**config.mk**
```make
export PLATFORM = sky130hd
export DESIGN_NAME = smb_regbank
export DESIGN_NICKNAME = d
export VERILOG_FILES = /design/src/rtl/smb_pkg.sv /design/src/rtl/smb_line_filter.sv /design/src/rtl/smb_reg_file.sv /design/src/rtl/smb_target_fsm.sv /design/src/rtl/smb_regbank.sv
export SDC_FILE = /design/constraint.sdc
export NUM_CORES = 1
export LEC_CHECK = 0
export CORE_MARGIN = 8
export CORE_UTILIZATION = 30
export DETAILED_ROUTE_END_ITERATION = 10
export DONT_BUFFER_PORTS = 1
export GPL_ROUTABILITY_DRIVEN = 0
export PLACE_DENSITY = 0.48
export SLEW_MARGIN = 30
export SYNTH_ARGS = -nofsm -noshare
export SYNTH_HDL_FRONTEND = slang
export SYNTH_SLANG_ARGS = --single-unit
```
**constraint.sdc**
```tcl
create_clock -name clk -period 2 [get_ports clk]
set_input_delay 0.4 -clock clk [delete_from_list [all_inputs] [get_ports clk]]
set_output_delay 0.4 -clock clk [all_outputs]
set_load 0.01 [all_outputs]
```
**src/rtl/smb_pkg.sv**
```systemverilog
package smb_pkg;

   typedef enum logic [2:0] {
      ST_IDLE,
      ST_ADDR,
      ST_CMD,
      ST_WDAT,
      ST_ACK,
      ST_TX,
      ST_SKIP
   } smb_state_t;

   localparam logic [6:0] BCAST_ADDR = 7'b1011110;
   localparam logic [6:0] ALERT_ADDR = 7'b0001100;

endpackage

```
**src/rtl/smb_line_filter.sv**
```systemverilog
module smb_line_filter #(
   parameter int FILT_CYC = 7
) (
   input  logic clk,
   input  logic rst_n,
   input  logic line_i,
   output logic line_o
);
   localparam int CW = $clog2(FILT_CYC + 1);

   if (FILT_CYC < 1) begin : g_bad_filt
      $error("FILT_CYC must be at least 1");
   end

   logic [1:0]    sync_q;
   logic [CW-1:0] cnt_q;
   logic          filt_q;

   always_ff @(posedge clk or negedge rst_n) begin
      if (!rst_n) begin
         sync_q <= 2'b11;
         cnt_q  <= '0;
         filt_q <= 1'b1;
      end else begin
         sync_q <= {sync_q[0], line_i};
         if (sync_q[1] == filt_q) begin
            cnt_q <= '0;
         end else if (cnt_q == CW'(FILT_CYC - 1)) begin
            filt_q <= sync_q[1];
            cnt_q  <= '0;
         end else begin
            cnt_q <= cnt_q + 1'b1;
         end
      end
   end

   assign line_o = filt_q;

   AST_FILT_FOLLOWS_SYNC: assert property (@(posedge clk) disable iff (!rst_n)
      !$stable(filt_q) |-> filt_q == $past(sync_q[1]));

endmodule

```
**src/rtl/smb_reg_file.sv**
```systemverilog
module smb_reg_file #(
   parameter int NREG    = 4,
   parameter int MWE_REG = 2,
   parameter int MWE_BIT = 0,
   localparam int SELW   = $clog2(NREG)
) (
   input  logic              clk,
   input  logic              rst_n,
   input  logic              wr_en,
   input  logic [SELW-1:0]   wr_sel,
   input  logic [7:0]        wr_data,
   input  logic [SELW-1:0]   rd_sel,
   output logic [7:0]        rd_data,
   output logic              mass_en,
   output logic [NREG*8-1:0] regs_o
);
   if (MWE_REG >= NREG || MWE_BIT > 7) begin : g_bad_mwe
      $error("mass-write enable bit lies outside the register file");
   end

   function automatic logic [NREG*8-1:0] reset_image();
      logic [NREG*8-1:0] img;
      img = '0;
      for (int i = 0; i < NREG; i++) begin
         if (i == MWE_REG) img[i*8 +: 8] = 8'(1 << MWE_BIT);
      end
      return img;
   endfunction

   localparam logic [NREG*8-1:0] RST_IMG = reset_image();

   logic [NREG*8-1:0] regs_q;

   always_ff @(posedge clk or negedge rst_n) begin
      if (!rst_n) begin
         regs_q <= RST_IMG;
      end else if (wr_en) begin
         regs_q[{wr_sel, 3'b000} +: 8] <= wr_data;
      end
   end

   assign rd_data = regs_q[{rd_sel, 3'b000} +: 8];
   assign mass_en = regs_q[MWE_REG*8 + MWE_BIT];
   assign regs_o  = regs_q;

   AST_HOLD_UNTIL_COMMIT: assert property (@(posedge clk) disable iff (!rst_n)
      !wr_en |=> $stable(regs_q));

endmodule

```
**src/rtl/smb_target_fsm.sv**
```systemverilog
module smb_target_fsm
   import smb_pkg::*;
#(
   parameter int NREG  = 4,
   localparam int SELW = $clog2(NREG)
) (
   input  logic            clk,
   input  logic            rst_n,
   input  logic            scl_f,
   input  logic            sda_f,
   input  logic [6:0]      dev_addr,
   input  logic            mass_en,
   input  logic            alert_set,
   input  logic [7:0]      rd_data,
   output logic [SELW-1:0] rd_sel,
   output logic            wr_en,
   output logic [SELW-1:0] wr_sel,
   output logic [7:0]      wr_data,
   output logic            sda_oe,
   output logic            alert_pending
);
   smb_state_t      state, after_ack;
   logic            scl_d, sda_d;
   logic [2:0]      bit_cnt;
   logic            byte_rdy;
   logic [7:0]      shreg, txreg;
   logic            ara_mode;
   logic [SELW-1:0] ptr;
   logic            pend_valid;
   logic [SELW-1:0] pend_sel;
   logic [7:0]      pend_data;
   logic            alert_q;

   logic start_c, stop_c, rise, fall, ara_win_c, lost_c;
   logic [6:0] rx_addr;
   logic       rx_rd;

   assign start_c = scl_f & scl_d & sda_d & ~sda_f;
   assign stop_c  = scl_f & scl_d & ~sda_d & sda_f;
   assign rise    = scl_f & ~scl_d;
   assign fall    = ~scl_f & scl_d;
   assign rx_addr = shreg[7:1];
   assign rx_rd   = shreg[0];

   assign lost_c    = (state == ST_TX) && ara_mode && rise && txreg[7] && !sda_f;
   assign ara_win_c = (state == ST_TX) && ara_mode && rise && (bit_cnt == 3'd7)
                      && !lost_c && !start_c && !stop_c;

   assign wr_en         = stop_c & pend_valid;
   assign wr_sel        = pend_sel;
   assign wr_data       = pend_data;
   assign rd_sel        = ptr;
   assign alert_pending = alert_q;

   always_ff @(posedge clk or negedge rst_n) begin
      if (!rst_n) begin
         state      <= ST_IDLE;
         after_ack  <= ST_IDLE;
         scl_d      <= 1'b1;
         sda_d      <= 1'b1;
         bit_cnt    <= '0;
         byte_rdy   <= 1'b0;
         shreg      <= '0;
         txreg      <= '0;
         ara_mode   <= 1'b0;
         ptr        <= '0;
         pend_valid <= 1'b0;
         pend_sel   <= '0;
         pend_data  <= '0;
         sda_oe     <= 1'b0;
         alert_q    <= 1'b0;
      end else begin
         scl_d <= scl_f;
         sda_d <= sda_f;

         if (alert_set)      alert_q <= 1'b1;
         else if (ara_win_c) alert_q <= 1'b0;

         if (stop_c) begin
            state      <= ST_IDLE;
            sda_oe     <= 1'b0;
            pend_valid <= 1'b0;
            ara_mode   <= 1'b0;
         end else if (start_c) begin
            state      <= ST_ADDR;
            bit_cnt    <= '0;
            byte_rdy   <= 1'b0;
            sda_oe     <= 1'b0;
            pend_valid <= 1'b0;
            ara_mode   <= 1'b0;
         end else begin
            case (state)
               ST_ADDR, ST_CMD, ST_WDAT: begin
                  if (rise) begin
                     shreg   <= {shreg[6:0], sda_f};
                     bit_cnt <= bit_cnt + 3'd1;
                     if (bit_cnt == 3'd7) byte_rdy <= 1'b1;
                  end else if (fall && byte_rdy) begin
                     byte_rdy <= 1'b0;
                     if (state == ST_ADDR) begin
                        if (rx_addr == dev_addr) begin
                           sda_oe    <= 1'b1;
                           state     <= ST_ACK;
                           after_ack <= rx_rd ? ST_TX : ST_CMD;
                           txreg     <= rd_data;
                        end else if (rx_addr == BCAST_ADDR && !rx_rd && mass_en) begin
                           sda_oe    <= 1'b1;
                           state     <= ST_ACK;
                           after_ack <= ST_CMD;
                        end else if (rx_addr == ALERT_ADDR && rx_rd && alert_q) begin
                           sda_oe    <= 1'b1;
                           state     <= ST_ACK;
                           after_ack <= ST_TX;
                           txreg     <= {dev_addr, 1'b1};
                           ara_mode  <= 1'b1;
                        end else begin
                           state <= ST_SKIP;
                        end
                     end else if (state == ST_CMD) begin
                        ptr       <= shreg[SELW-1:0];
                        sda_oe    <= 1'b1;
                        state     <= ST_ACK;
                        after_ack <= ST_WDAT;
                     end else begin
                        pend_sel   <= ptr;
                        pend_data  <= shreg;
                        pend_valid <= 1'b1;
                        sda_oe     <= 1'b1;
                        state      <= ST_ACK;
                        after_ack  <= ST_SKIP;
                     end
                  end
               end
               ST_ACK: begin
                  if (fall) begin
                     sda_oe  <= (after_ack == ST_TX) ? ~txreg[7] : 1'b0;
                     state   <= after_ack;
                     bit_cnt <= '0;
                  end
               end
               ST_TX: begin
                  if (lost_c) begin
                     sda_oe <= 1'b0;
                     state  <= ST_SKIP;
                  end else if (rise) begin
                     bit_cnt <= bit_cnt + 3'd1;
                     if (bit_cnt == 3'd7) byte_rdy <= 1'b1;
                  end else if (fall) begin
                     if (byte_rdy) begin
                        byte_rdy <= 1'b0;
                        sda_oe   <= 1'b0;
                        state    <= ST_SKIP;
                     end else begin
                        txreg  <= {txreg[6:0], 1'b0};
                        sda_oe <= ~txreg[6];
                     end
                  end
               end
               default: ;
            endcase
         end
      end
   end

   AST_QUIET_WHEN_IDLE: assert property (@(posedge clk) disable iff (!rst_n)
      (state == ST_IDLE || state == ST_SKIP) |-> !sda_oe);

   AST_START_DROPS_PENDING: assert property (@(posedge clk) disable iff (!rst_n)
      start_c |=> !pend_valid);

   AST_ALERT_CLEARS_ON_WIN: assert property (@(posedge clk) disable iff (!rst_n)
      $fell(alert_q) |-> $past(ara_mode) && $past(state == ST_TX));

   AST_LOSER_RELEASES: assert property (@(posedge clk) disable iff (!rst_n)
      (lost_c && !start_c && !stop_c) |=> !sda_oe && alert_q);

endmodule

```
**src/rtl/smb_regbank.sv**
```systemverilog
module smb_regbank #(
   parameter int NREG     = 4,
   parameter int FILT_CYC = 7,
   parameter int MWE_REG  = 2,
   parameter int MWE_BIT  = 0,
   localparam int SELW    = $clog2(NREG)
) (
   input  logic              clk,
   input  logic              rst_n,
   input  logic              scl_i,
   input  logic              sda_i,
   output logic              sda_oe,
   input  logic [6:0]        dev_addr,
   input  logic              alert_set,
   output logic              alert_pending,
   output logic [NREG*8-1:0] ctrl_regs
);
   if (NREG < 2 || (NREG & (NREG - 1)) != 0) begin : g_bad_nreg
      $error("NREG must be a power of two of at least 2");
   end

   logic [1:0] line_raw, line_flt;
   assign line_raw = {scl_i, sda_i};

   for (genvar g = 0; g < 2; g++) begin : g_line
      smb_line_filter #(.FILT_CYC(FILT_CYC)) u_filt (
         .clk   (clk),
         .rst_n (rst_n),
         .line_i(line_raw[g]),
         .line_o(line_flt[g])
      );
   end

   logic            wr_en, mass_en;
   logic [SELW-1:0] wr_sel, rd_sel;
   logic [7:0]      wr_data, rd_data;

   smb_target_fsm #(.NREG(NREG)) u_fsm (
      .clk          (clk),
      .rst_n        (rst_n),
      .scl_f        (line_flt[1]),
      .sda_f        (line_flt[0]),
      .dev_addr     (dev_addr),
      .mass_en      (mass_en),
      .alert_set    (alert_set),
      .rd_data      (rd_data),
      .rd_sel       (rd_sel),
      .wr_en        (wr_en),
      .wr_sel       (wr_sel),
      .wr_data      (wr_data),
      .sda_oe       (sda_oe),
      .alert_pending(alert_pending)
   );

   smb_reg_file #(.NREG(NREG), .MWE_REG(MWE_REG), .MWE_BIT(MWE_BIT)) u_regs (
      .clk    (clk),
      .rst_n  (rst_n),
      .wr_en  (wr_en),
      .wr_sel (wr_sel),
      .wr_data(wr_data),
      .rd_sel (rd_sel),
      .rd_data(rd_data),
      .mass_en(mass_en),
      .regs_o (ctrl_regs)
   );

endmodule

```
==> results of run 1 <==
[layer usage]
layer | global-route usage | share of wire | vias up | routed length, um
met5 | 0 | 0 | - | 0
met4 | 0.06465 | 0.025 | 0 | 295
met3 | 0.02808 | 0.043 | 14 | 505
li1 | - | - | 1568 | -
met2 | 0.1959 | 0.46 | 49 | 5450
met1 | 0.1646 | 0.47 | 1624 | 5564
[metrics by stage]
step | power (mW) | hold slack [ps] | utilization | std cells
detailed placement | 3.182 | 109.7 | 0.3312 | 624
global placement | 3.151 | 110.4 | 0.3312 | 624
global route | 5.004 | -265.2 | 0.3505 | 639
CTS | 4.792 | -265.3 | 0.3498 | 639
floorplan | 2.958 | 104.4 | - | 432
finish | 4.729 | -248.7 | 0.3505 | 639
[worst paths after layout]
check / depth (start not counted) / start / end
hold reg to reg: 0 / g_line[0].u_filt.sync_q[0] / g_line[0].u_filt.sync_q[1]
setup reg to reg: 5 / u_fsm.shreg[1] / u_fsm.after_ack[0]
max in group asynchronous: 0 / rst_n / u_regs.regs_o[16]
min in group clk: 0 / sda_i / g_line[0].u_filt.sync_q[0]
setup / recovery: 5 / u_fsm.shreg[1] / u_fsm.after_ack[0]
hold / removal: 0 / rst_n / u_fsm.txreg[6]
[cell type report]
cell class	count	area, um^2
sequential	88	2213
timing repair buffer	27	215.2
fill	1421	9475
clock buffer	11	242.7
inverter	16	60.06
tap	184	230.2
multi-input combinational	309	2123
clock inverter	4	28.78
[power by group through the flow]
stage	combinational (mW)	sequential (mW)	clock [mW]
after floorplan	0.814	2.14	0
after global placement	0.849	2.30	0
after detailed placement	0.868	2.31	0
after CTS	0.868	2.28	1.64
after global routing	0.964	2.33	1.70
final	0.858	2.28	1.59
[synth_stat cells, drive strengths merged, types with 5 or more instances]
cell | number | share of area
inv | 16 | 0.013
mux2i | 5 | 0.011
nand2b | 8 | 0.011
nor2 | 16 | 0.015
nor3 | 6 | 0.0089
nor2b | 6 | 0.0083
o32ai | 8 | 0.016
a21oi | 8 | 0.011
o21ai | 51 | 0.057
dfrtp | 79 | 0.44
mux2 | 25 | 0.064
mux4 | 8 | 0.040
dfstp | 9 | 0.052
ha | 7 | 0.019
buf | 17 | 0.025
and3 | 9 | 0.012
nand3 | 11 | 0.012
xnor2 | 12 | 0.023
nor3b | 7 | 0.013
nand2 | 82 | 0.070
[flip-flops by register name (all words and copies together) (netlist names)]
signal / count
g_line.u_filt.cnt_q: 6
g_line.u_filt.line_o: 2
g_line.u_filt.sync_q: 4
u_fsm.after_ack: 3
u_fsm.alert_pending: 1
u_fsm.ara_mode: 1
u_fsm.bit_cnt: 3
u_fsm.byte_rdy: 1
u_fsm.pend_valid: 1
u_fsm.rd_sel: 2
u_fsm.scl_d: 1
u_fsm.sda_d: 1
u_fsm.sda_oe: 1
u_fsm.shreg: 8
u_fsm.state: 3
u_fsm.txreg: 8
u_fsm.wr_data: 8
u_fsm.wr_sel: 2
u_regs.regs_o: 32
[cells by family (layout without fill, tap and decap cells)]
logic type      Yosys count  after routing  synth area share
simple gates            163            163            0.1866
buf+inv                  35             58           0.03971
flops                    88             88            0.4913
mux                      38             38            0.1152
compound gates           89             89            0.1244
fa+ha+maj                 7              7           0.01944
xor+xnor                 12             12           0.02333
[timing repair]
item                                    4_1_cts  5_1_grt
hold endpoints to repair                     88       88
resized for setup                             0        2
endpoints found under the setup margin        0        5
==> run summary, run 1 <==
Final Hold Viols: 88
Max-Cap Viols: 0
TritonCTS clock tree: done
critical-path cell list: xnor2_1 > and3_1 > nand2_4 > mux2_4 > o32a_1
sw frac: 0.3042
worst rel slew slack: 0.6339
unrepaired setup endpoints after global routing: no
Post-DP HPWL: 8524 um
Clock Tree Root: clkbuf_16
Comb power frac: 0.181
slew at the pin closest to its max-slew limit: 549.2 ps
sequential share of the synthesized area: 0.4913
WP data required: 2220 ps
commonest non-fill, non-tap cells in the layout: nand2_1, dfrtp_1, o21ai_0
slowest CP cell: dfrtp_1
ant diodes: 0
Mapped Nets: 451
initial antenna violation count: 0
PD cells: 924.7 mW/mm^2
number of CTS-inserted buffers: 9
Starting DRT DRC Count: 238
Buf/Inv on CP: 0
port bufs: 0
core box area: 0.01459 mm^2
vias: 3,255
R2R Setup Slk: 140 ps
final instance area: 0.005114 mm^2
Final Net Count: 470
Placement Setup Slack: 138.9 ps
Syn. warnings: 0
vias per cell: 5.094
Max VDD drop: 417.8 uV
failing checks: negative hold slack
first-pass GRT wire length: 19,340 um
Ports: 46
Min-Delay Path Class: in2async
DIE HEIGHT: 138.6 um
total net switching power: 1.438 mW
EDFF count, synth: 0
drt drc: 0
Leak: 2.161 nW
Sink Count: 88
Crit Path Max Fanout: 6
share of cells above drive strength 1: 0.2132
Overall Global Routing Usage: 0.1274
Worst Setup Start Kind: register
setup tns final: 0 ps
wire length per cell: 18.49 um
Die Width: 138.6 um
Hold Worst Slack: -248.7 ps
Area after DPL: 0.004832 mm^2
cell-internal power: 3.290 mW
WL final: 11,820 um
status: finished, violations left
GR Overflow Total: 0
FP Rows: 44
Mapped Cells: 432
final worst-path setup slack: 135.7 ps
synthesized area: 0.004506 mm^2
Crit path largest cell delay: 470 ps
Top FF cell, synth: dfrtp_1
post-CTS setup buffer count: 0
commonest non-fill, non-tap cell in the layout: nand2_1
Initial Util: 0.3088
CP endpoint kind: register
Distinct cells, synth: 57
1st-pass router iterations: 4
Synth async-reset ratio: 1.000
Post-DRT Antenna Nets: 0
clk_skew: 11.55 ps
crit-path leading delay family: flip-flops
Crit Path Class: reg2reg
max-slew violations: 0
clk_lat worst skew: 350 ps
fmax: 536.4 MHz
largest net degree at the start of global routing: 89
area delta synth->final: 13.50%
Reg clk slew, reported paths: 70 ps
Clock Path Buffers: 2
period utilisation layout: 0.9322
H-tree depth: 3
Sequential Power Share: 0.483
min Tclk post-route: 1864 ps
Worst Path Arrival: 2090 ps
Clk pwr share: 0.336
Yosys reg bits: 88
total die area: 0.01920 mm^2
vias in the first global route: 3,380
syn avg cell area: 10.43 um^2
Final setup violation count: 0
(Power assumes the default switching activity.)
==> inputs of run 2 (changes only) <==
Settings changed: HOLD_SLACK_MARGIN set to 0.05.
==> run 2 against run 1 <==
  * The run still ends with negative hold slack left
  * Sequential cell count stayed put
  * Routed wire length hardly changed
  * Maximum frequency is 0.11% higher
  * Clock skew is 0.72 ps higher
  * Clock power hardly changed
  * Die area stayed put
  * Critical endpoint unchanged
==> run summary, run 2 (synthesis gave the netlist of run 1 again) <==
Post-DRT Antenna Nets: 0
Hold Worst Slack: -248.7 ps
FP Rows: 44
worst rel slew slack: 0.6355
setup tns final: 0 ps
sw frac: 0.3039
Starting DRT DRC Count: 246
min Tclk post-route: 1862 ps
Leak: 2.169 nW
total die area: 0.01920 mm^2
Min-Delay Path Class: in2async
area delta synth->final: 13.94%
Clk pwr share: 0.335
Final Net Count: 472
PD cells: 921.5 mW/mm^2
DR WL met2: 5428 um
top layer in use: met4
Post-Layout Cell Count: 641
clk_skew: 12.27 ps
commonest non-fill, non-tap cell in the layout: nand2_1
first-pass GRT wire length: 19,350 um
Reg clk slew, reported paths: 70 ps
max reg flops: 32
vias: 3,269
H-tree depth: 3
1st-pass router iterations: 4
WP data required: 2220 ps
Final Hold Viols: 88
hold_buf cts: 2
vias per cell: 5.100
Die Width: 138.6 um
DR WL met3: 594 um
Ports: 46
TritonCTS clock tree: done
Initial Util: 0.3088
slew at the pin closest to its max-slew limit: 546.8 ps
Final setup violation count: 0
Overall Global Routing Usage: 0.1274
Worst Path Arrival: 2090 ps
cell-internal power: 3.293 mW
Clock Tree Root: clkbuf_16
Max-Cap Viols: 0
Sink Count: 88
largest net degree at the start of global routing: 89
number of CTS-inserted buffers: 9
M1 WL: 5515 um
port bufs: 0
status: finished, violations left
Sequential Power Share: 0.483
unrepaired setup endpoints after global routing: no
CP endpoint kind: register
core box area: 0.01459 mm^2
GR Overflow Total: 0
Post-DP HPWL: 8524 um
Crit Path Max Fanout: 6
vias in the first global route: 3,389
commonest non-fill, non-tap cells in the layout: nand2_1, dfrtp_1, o21ai_0
total net switching power: 1.438 mW
Max VDD drop: 415.2 uV
DIE HEIGHT: 138.6 um
fmax: 537.0 MHz
post-CTS setup buffer count: 0
clk_lat worst skew: 350 ps
max-slew violations: 0
failing checks: negative hold slack
placed insts: 624
period utilisation layout: 0.9311
initial antenna violation count: 0
Clock Path Buffers: 2
ant diodes: 0
share of cells above drive strength 1: 0.2123
WL final: 11,810 um
wire length per cell: 18.43 um
Worst Setup Start Kind: register
drt drc: 0
Comb power frac: 0.182
Crit Path Class: reg2reg
Final Util: 0.3519
==> run 2: power by group through the flow <==
stage	combinational (mW)	sequential, mW	clock, mW
floorplan	0.814	2.14	0
global placement	0.849	2.30	0
detailed placement	0.868	2.31	0
CTS	0.872	2.28	1.64
global route	0.968	2.33	1.70
finish	0.860	2.28	1.59
==> run 2: area by class of cell <==
cell class | count | area (um^2)
multi-input combinational | 309 | 2123
clock inverter | 4 | 28.78
sequential | 88 | 2213
inverter | 16 | 60.06
fill | 1419 | 9455
tap | 184 | 230.2
timing repair buffer | 29 | 235.2
clock buffer | 11 | 242.7
==> run 2: layer usage <==
metal	vias up	global-route usage
met5	-	0
met4	0	0.06465
met3	14	0.02740
met2	63	0.1959
met1	1623	0.1650
li1	1569	-
==> run 2: final timing paths <==
check	cells after the start	slack [ps]	from	end
setup / recovery	5	140	u_fsm.shreg[1]	u_fsm.after_ack[0]
hold / removal	0	-250	rst_n	u_fsm.txreg[6]
setup reg to reg	5	140	u_fsm.shreg[1]	u_fsm.after_ack[0]
hold reg to reg	0	360	g_line[0].u_filt.sync_q[0]	g_line[0].u_filt.sync_q[1]
max in group asynchronous	0	2030	rst_n	u_regs.regs_o[16]
min in group clk	1	170	alert_set	u_fsm.alert_pending
==> run 2: timing repair <==
item,in CTS,in global routing
resized for setup,0,2
endpoints found under the setup margin,0,5
hold endpoints to repair,90,88
==> run 2: per-stage QoR <==
| stage | power (mW) | instance area (um^2) | worst slack, ps |
|---|---|---|---|
| after floorplan | 2.958 | 4506 | 211.4 |
| after global placement | 3.151 | 4832 | 190.8 |
| after detailed placement | 3.182 | 4832 | 138.9 |
| after CTS | 4.795 | 5124 | 133.7 |
| after global routing | 5.007 | 5134 | 12.71 |
| final | 4.731 | 5134 | 137.7 |
==> run 2: critical path: stages, from the launching register on <==
cell and delay (ps):
dfrtp_1 460, xnor2_1 230, and3_1 320, nand2_4 80, mux2_4 320, o32a_1 330
